File: src/rtl/sbdp_pkg.sv
package sbdp_pkg;

    typedef enum logic [1:0] {
        ALU_ADD = 2'b00,
        ALU_SUB = 2'b01,
        ALU_INC = 2'b10,
        ALU_DEC = 2'b11
    } alu_op_e;

    typedef enum logic [1:0] {
        MEM_IDLE = 2'b00,
        MEM_RD   = 2'b01,
        MEM_WR   = 2'b10
    } mem_state_e;

    localparam int STEP_CONST = 4;

    // number of fixed bus sources ahead of the general registers
    localparam int FIXED_SRCS = 4;

    function automatic int src_count(input int nreg);
        return FIXED_SRCS + nreg;
    endfunction

endpackage

File: src/rtl/sbdp_bus_mux.sv
module sbdp_bus_mux #(
    parameter int W    = 32,
    parameter int NSRC = 8
) (
    input  logic [NSRC-1:0]        sel,
    input  logic [NSRC-1:0][W-1:0] src,
    output logic [W-1:0]           bus
);
    // AND-OR tree: one-hot select, zero when idle
    always_comb begin
        bus = '0;
        for (int i = 0; i < NSRC; i++) begin
            bus = bus | (src[i] & {W{sel[i]}});
        end
    end
endmodule

File: src/rtl/sbdp_alu.sv
module sbdp_alu
    import sbdp_pkg::*;
#(
    parameter int W = 32
) (
    input  alu_op_e      op,
    input  logic         sel_y,
    input  logic [W-1:0] y_val,
    input  logic [W-1:0] b_val,
    output logic [W-1:0] res,
    output logic         neg,
    output logic         zero
);
    localparam logic [W-1:0] STEP = W'(STEP_CONST);
    localparam logic [W-1:0] ONE  = W'(1);

    logic [W-1:0] a_val;

    assign a_val = sel_y ? y_val : STEP;

    always_comb begin
        unique case (op)
            ALU_ADD: res = a_val + b_val;
            ALU_SUB: res = a_val - b_val;
            ALU_INC: res = b_val + ONE;
            ALU_DEC: res = b_val - ONE;
            default: res = '0;
        endcase
    end

    assign neg  = res[W-1];
    assign zero = (res == '0);
endmodule

File: src/rtl/sbdp_regfile.sv
module sbdp_regfile #(
    parameter int W    = 32,
    parameter int NREG = 4
) (
    input  logic                   clk,
    input  logic                   rst,
    input  logic [NREG-1:0]        wr_en,
    input  logic [W-1:0]           din,
    output logic [NREG-1:0][W-1:0] q
);
    for (genvar g = 0; g < NREG; g++) begin : g_reg
        always_ff @(posedge clk) begin
            if (rst) begin
                q[g] <= '0;
            end else if (wr_en[g]) begin
                q[g] <= din;
            end
        end
    end
endmodule

File: src/rtl/sbdp_mem_port.sv
module sbdp_mem_port
    import sbdp_pkg::*;
(
    input  logic clk,
    input  logic rst,
    input  logic rd_req,
    input  logic wr_req,
    input  logic mfc,
    output logic rd_pend,
    output logic wr_pend,
    output logic rd_done
);
    mem_state_e state_q;

    always_ff @(posedge clk) begin
        if (rst) begin
            state_q <= MEM_IDLE;
        end else if (rd_req) begin
            state_q <= MEM_RD;
        end else if (wr_req) begin
            state_q <= MEM_WR;
        end else if (mfc) begin
            state_q <= MEM_IDLE;
        end
    end

    assign rd_pend = (state_q == MEM_RD);
    assign wr_pend = (state_q == MEM_WR);
    assign rd_done = rd_pend && mfc;
endmodule

File: src/rtl/sbdp_datapath.sv
module sbdp_datapath
    import sbdp_pkg::*;
#(
    parameter int DATA_W       = 32,
    parameter int NREG         = 4,
    parameter int ADDR_FIELD_W = 25
) (
    input  logic              clk,
    input  logic              rst,
    input  logic              pc_out,
    input  logic              mdr_out,
    input  logic              z_out,
    input  logic              ir_addr_out,
    input  logic [NREG-1:0]   reg_out,
    input  logic              pc_in,
    input  logic              ir_in,
    input  logic              mar_in,
    input  logic              mdr_in,
    input  logic              y_in,
    input  logic              z_in,
    input  logic [NREG-1:0]   reg_in,
    input  logic              sel_y,
    input  logic [1:0]        alu_op,
    input  logic              flag_upd,
    input  logic              mem_read,
    input  logic              mem_write,
    input  logic              mem_mfc,
    input  logic [DATA_W-1:0] mem_rdata,
    output logic [DATA_W-1:0] mem_addr,
    output logic [DATA_W-1:0] mem_wdata,
    output logic              mem_rd,
    output logic              mem_wr,
    output logic [DATA_W-1:0] bus_value,
    output logic [DATA_W-1:0] ir_word,
    output logic              cc_n,
    output logic              cc_z
);
    localparam int NSRC = src_count(NREG);
    localparam logic [DATA_W-1:0] FIELD_MASK =
        (ADDR_FIELD_W >= DATA_W) ? {DATA_W{1'b1}}
                                 : ((DATA_W'(1) << ADDR_FIELD_W) - DATA_W'(1));

    logic [DATA_W-1:0] pc_q, ir_q, mar_q, mdr_q, y_q, z_q;
    logic [DATA_W-1:0] bus_w, alu_res;
    logic              alu_neg, alu_zero, rd_done;
    logic [NREG-1:0][DATA_W-1:0] gpr_q;
    logic [NSRC-1:0][DATA_W-1:0] src_w;
    logic [NSRC-1:0]             sel_w;

    always_comb begin
        src_w[0] = pc_q;
        src_w[1] = mdr_q;
        src_w[2] = z_q;
        src_w[3] = ir_q & FIELD_MASK;
        for (int i = 0; i < NREG; i++) begin
            src_w[FIXED_SRCS+i] = gpr_q[i];
        end
        sel_w = {reg_out, ir_addr_out, z_out, mdr_out, pc_out};
    end

    sbdp_bus_mux #(.W(DATA_W), .NSRC(NSRC)) u_mux (
        .sel (sel_w),
        .src (src_w),
        .bus (bus_w)
    );

    sbdp_alu #(.W(DATA_W)) u_alu (
        .op    (alu_op_e'(alu_op)),
        .sel_y (sel_y),
        .y_val (y_q),
        .b_val (bus_w),
        .res   (alu_res),
        .neg   (alu_neg),
        .zero  (alu_zero)
    );

    sbdp_regfile #(.W(DATA_W), .NREG(NREG)) u_gpr (
        .clk   (clk),
        .rst   (rst),
        .wr_en (reg_in),
        .din   (bus_w),
        .q     (gpr_q)
    );

    sbdp_mem_port u_mem (
        .clk     (clk),
        .rst     (rst),
        .rd_req  (mem_read),
        .wr_req  (mem_write),
        .mfc     (mem_mfc),
        .rd_pend (mem_rd),
        .wr_pend (mem_wr),
        .rd_done (rd_done)
    );

    always_ff @(posedge clk) begin
        if (rst) begin
            pc_q  <= '0;
            ir_q  <= '0;
            mar_q <= '0;
            y_q   <= '0;
            z_q   <= '0;
            cc_n  <= 1'b0;
            cc_z  <= 1'b0;
        end else begin
            if (pc_in)  pc_q  <= bus_w;
            if (ir_in)  ir_q  <= bus_w;
            if (mar_in) mar_q <= bus_w;
            if (y_in)   y_q   <= bus_w;
            if (z_in)   z_q   <= alu_res;
            if (flag_upd) begin
                cc_n <= alu_neg;
                cc_z <= alu_zero;
            end
        end
    end

    // data register: memory completion outranks the bus path
    always_ff @(posedge clk) begin
        if (rst) begin
            mdr_q <= '0;
        end else if (rd_done) begin
            mdr_q <= mem_rdata;
        end else if (mdr_in) begin
            mdr_q <= bus_w;
        end
    end

    assign mem_addr  = mar_q;
    assign mem_wdata = mdr_q;
    assign bus_value = bus_w;
    assign ir_word   = ir_q;
endmodule

File: config.mk
export PLATFORM = sky130hd
export DESIGN_NAME = sbdp_datapath
export DESIGN_NICKNAME = d
export VERILOG_FILES = /design/src/rtl/sbdp_pkg.sv /design/src/rtl/sbdp_bus_mux.sv /design/src/rtl/sbdp_alu.sv /design/src/rtl/sbdp_regfile.sv /design/src/rtl/sbdp_mem_port.sv /design/src/rtl/sbdp_datapath.sv
export SDC_FILE = /design/constraint.sdc
export NUM_CORES = 1
export LEC_CHECK = 0
export BUFFER_PORTS_ARGS = -buffer_cell sky130_fd_sc_hd__clkbuf_2
export CAP_MARGIN = 10
export CORE_ASPECT_RATIO = 1.25
export CORE_UTILIZATION = 40
export CTS_BUF_LIST = sky130_fd_sc_hd__clkbuf_4 sky130_fd_sc_hd__clkbuf_8
export DETAILED_ROUTE_END_ITERATION = 8
export GPL_TIMING_DRIVEN = 1
export SETUP_SLACK_MARGIN = 0.05
export SLEW_MARGIN = 25
export SYNTH_ARGS = -nofsm -noshare
export SYNTH_HDL_FRONTEND = slang
export SYNTH_SLANG_ARGS = --single-unit
export TNS_END_PERCENT = 1
File: constraint.sdc
create_clock -name clk -period 4.3 [get_ports clk]
set_input_delay 0 -clock clk [delete_from_list [all_inputs] [get_ports clk]]
set_output_delay 0 -clock clk [all_outputs]
set_load 0.01 [all_outputs]
==> run metrics <==
maximum VDD drop roughly 0.00024 V; slowest cell on the critical path or4b_4; largest family of logic cells by synthesized area compound AO/OA/AOI/OAI gates; Synthesized Nets approximately 2300; vias ~18000; violated checks negative setup slack; area leader, netlist dfxtp_1; Root Driver clkbuf_8; Synth Flop Type dfxtp_1; number of global-route vias before repair approximately 16000; leading cell type in the layout, fill and taps excluded nor2_1; Max Fanout on Critical Path 4; CP endpoint kind flip-flop; crit-path cells nand2_4 -> ha_4 -> or3b_4 -> nor3_4 -> nand2_2 -> a21o_1 -> a211oi_2 -> buf_4 -> or4b_4 -> xnor2_1 -> nor2_1 -> nor2_1 -> ha_1 -> buf_4 -> buf_4 -> a21oi_2 -> o31ai_1 -> or4_1 -> o211ai_1 -> nand4b_1 -> nor4_2 -> a21o_1; share of layout cells above drive strength 1 0.240; synthesized area per cell just over 8 um^2; Top-Level Pins roughly 190; Synth async-reset ratio 0; delay-heaviest family, CP simple AND/OR/NAND/NOR gates; post-synthesis sequential area ratio 0.363; CP Class reg2reg; Synth Area in Simple Gates 0.173; Port Buffers 190; wire length of the first global-routing pass 96500 um; largest net degree at the start of global routing 146; antenna violations before repair 1; Final ANT Viol Nets 0; GR Overflow Total 0; CTS Buffer Depth 3; leak pwr between 0.009 and 0.01 uW; initial cell density of the core 0.406; Avg WL per Cell slightly above 20 um; Compound-Gate Fraction of Synth Area 0.293; Setup violations, final 5; CTS clk-pin slew, worst paths 60 ps; Pwr Density 485 mW/mm^2; Max Cap Viol 0; Netlist Area Pre-Place about 0.018 mm^2; drt drc 0; cells after synthesis 2197; DRT Pass-1 Iters 5; multiplexer area fraction after synthesis 0.0102; Most common cell on crit path buf_4; worst relative slew slack 0.330; # nets final 2645; Filler cells about 4300; # rows 86; Critical Path RT 4870 ps; TritonCTS buffer count 54; layout overhead on the synthesized area 25.3%; die height between 200 and 250 um; RSZ-0062 raised after global routing true; worst min-delay path class in2reg; routability congestion estimate about 0.94; area fraction of the dominant cell type after synthesis 0.363; Post-synth EDFFs 0; CTS tree yes; Vias per Instance ~5.6; Core Area 0.0440 mm^2; DR iter-0 viols ~1400; Least-Margin Pin Slew just over 1000 ps; htree depth 2; register bit total from synthesis about 320; total power 10900 uW; Yosys warnings 0; Total GRT Usage 0.273; adder-cell share of the synthesized area 0.0464; worst stage delay on the critical path around 460 ps; Critical Path Start Type flip-flop; Final min period around 4500 ps; Total Die Area between 0.04 and 0.05 mm^2; final hold violations 0; total wire length approximately 64000 um; Final Slew Violations 0; Worst Skew between 15 and 20 ps; Buf/Inv on CP 3; unique cell type count in the Yosys netlist 87; status finished, violations left; Max Fclk approximately 220 MHz; final core occ 0.508; DP HPWL roughly 46000 um; Worst EP arrival 5070 ps; chip width between 150 and 200 um; most frequent cells in the layout 420 x nor2_1, 322 x dfxtp_1, 314 x a211oi_1, 270 x buf_4, 189 x clkbuf_2; final worst slack -193 ps; clk_lat worst skew 630 ps; CTS sink cnt approximately 320; part of the cycle the worst path needs 1.04; xor and xnor fraction of the mapped netlist area 0.0363; largest cells by area after synthesis dfxtp_1 36%, a211oi_1 13%, nor2_1 8.8%
-- routing by layer --
metal	vias up	GRT usage	part of all wire
li1	8616	-	-
met1	8360	0.392	0.47
met2	602	0.421	0.44
met3	87	0.0366	0.063
met4	0	0.0848	0.025
met5	-	0	0
-- worst paths after layout --
check,from,to,slack (ps),cells after the start
worst max-delay path,y_q[0],cc_z,-190,22
worst min-delay path,ir_in,ir_word[7],30,4
worst max register to register,y_q[0],cc_z,-190,22
worst min register to register,z_q[12],z_q[12],470,2
-- worst reg2reg max path, stage by stage, from the launching register on --
cell and delay, ps:
dfxtp_2 330, nand2_4 80, ha_4 130, or3b_4 400, nor3_4 200, nand2_2 110, a21o_1 220, a211oi_2 150
buf_4 170, or4b_4 460, xnor2_1 140, nor2_1 90, nor2_1 50, ha_1 350, buf_4 160, buf_4 130
a21oi_2 130, o31ai_1 90, or4_1 410, o211ai_1 140, nand4b_1 150, nor4_2 260, a21o_1 110
-- report_power, final --
group / leakage [uW] / switching [uW] / internal [uW]
combinational: 0.00617 / 2460 / 1940
clock: 0.000584 / 1270 / 1580
sequential: 0.00270 / 240 / 3360
-- cell families (layout without fill, tap and decap cells) --
family | after synthesis | after routing
mux | 18 | 18
simple gates | 674 | 674
flops | 324 | 324
other cells | 0 | 1
fa+ha+maj | 65 | 65
buf+inv | 311 | 668
compound gates | 731 | 731
xor+xnor | 74 | 74
-- synth_stat cells, types with 3 or more instances --
cell type  count
o211ai_1       6
nand4b_1       4
or3_1          6
o2111ai_1      4
buf_4         57
a211oi_1     315
and4_1        28
nor3_1        22
nor4_1         7
nor2b_1       10
xnor2_1       47
nand2b_1      10
o22ai_1        4
nor2_1       420
o31ai_1        7
nand2_1       67
o21ai_0       52
nand3b_1       4
xor2_1        27
a211o_1        9
inv_1         54
o21a_1        15
mux2i_1       16
nor3b_1        6
a31oi_1       13
a22oi_1      114
a21oi_1      113
clkbuf_1     178
a21boi_0       4
o21ai_1        3
a211oi_2       3
ha_1          63
o31a_1         3
and3_1        18
a21o_1        24
buf_2          6
nand4_1       10
a222oi_1       7
buf_1         16
and2_1        25
dfxtp_1      324
nand3_1       17
-- sequential cells by signal (all words and copies together) (netlist names), 2 cells and up --
| name | cells |
|---|---|
| u_gpr.q | 128 |
| ir_word | 32 |
| mem_addr | 32 |
| mem_wdata | 32 |
| pc_q | 32 |
| y_q | 32 |
| z_q | 32 |
| u_mem.state_q | 2 |
-- cell type report --
type	count	area (um^2)	share of cell area
tap	572	716	0.0320
antenna	1	2.50	0.000112
inverter	54	203	0.00906
clock buffer	77	985	0.0440
timing repair buffer	525	3680	0.164
multi-input combinational	1562	10200	0.455
clock inverter	12	123	0.00548
sequential	324	6490	0.290
-- through the flow --
stage	hold slack (ps)	instances	TNS (ps)	setup slack, ps	area (um^2)
floorplan	79.3	2197	-1.72	-1.72	17900
global placement	185	2964	-1050	-313	20400
detailed placement	198	2964	-1260	-306	20400
CTS	0.379	3123	-450	-196	22300
global route	33.6	3127	-2570	-430	22400
finish	33.5	3127	-428	-193	22400
-- what timing repair did --
action                     CTS  global route
pin swaps                   23             8
hold buffers                61             0
gates cloned                 0             0
gates resized for setup     17            19
setup endpoints to repair   10            18
hold endpoints to repair    45             0
buffers inserted             9             3
Note: power is estimated with default switching activity, not from simulation.
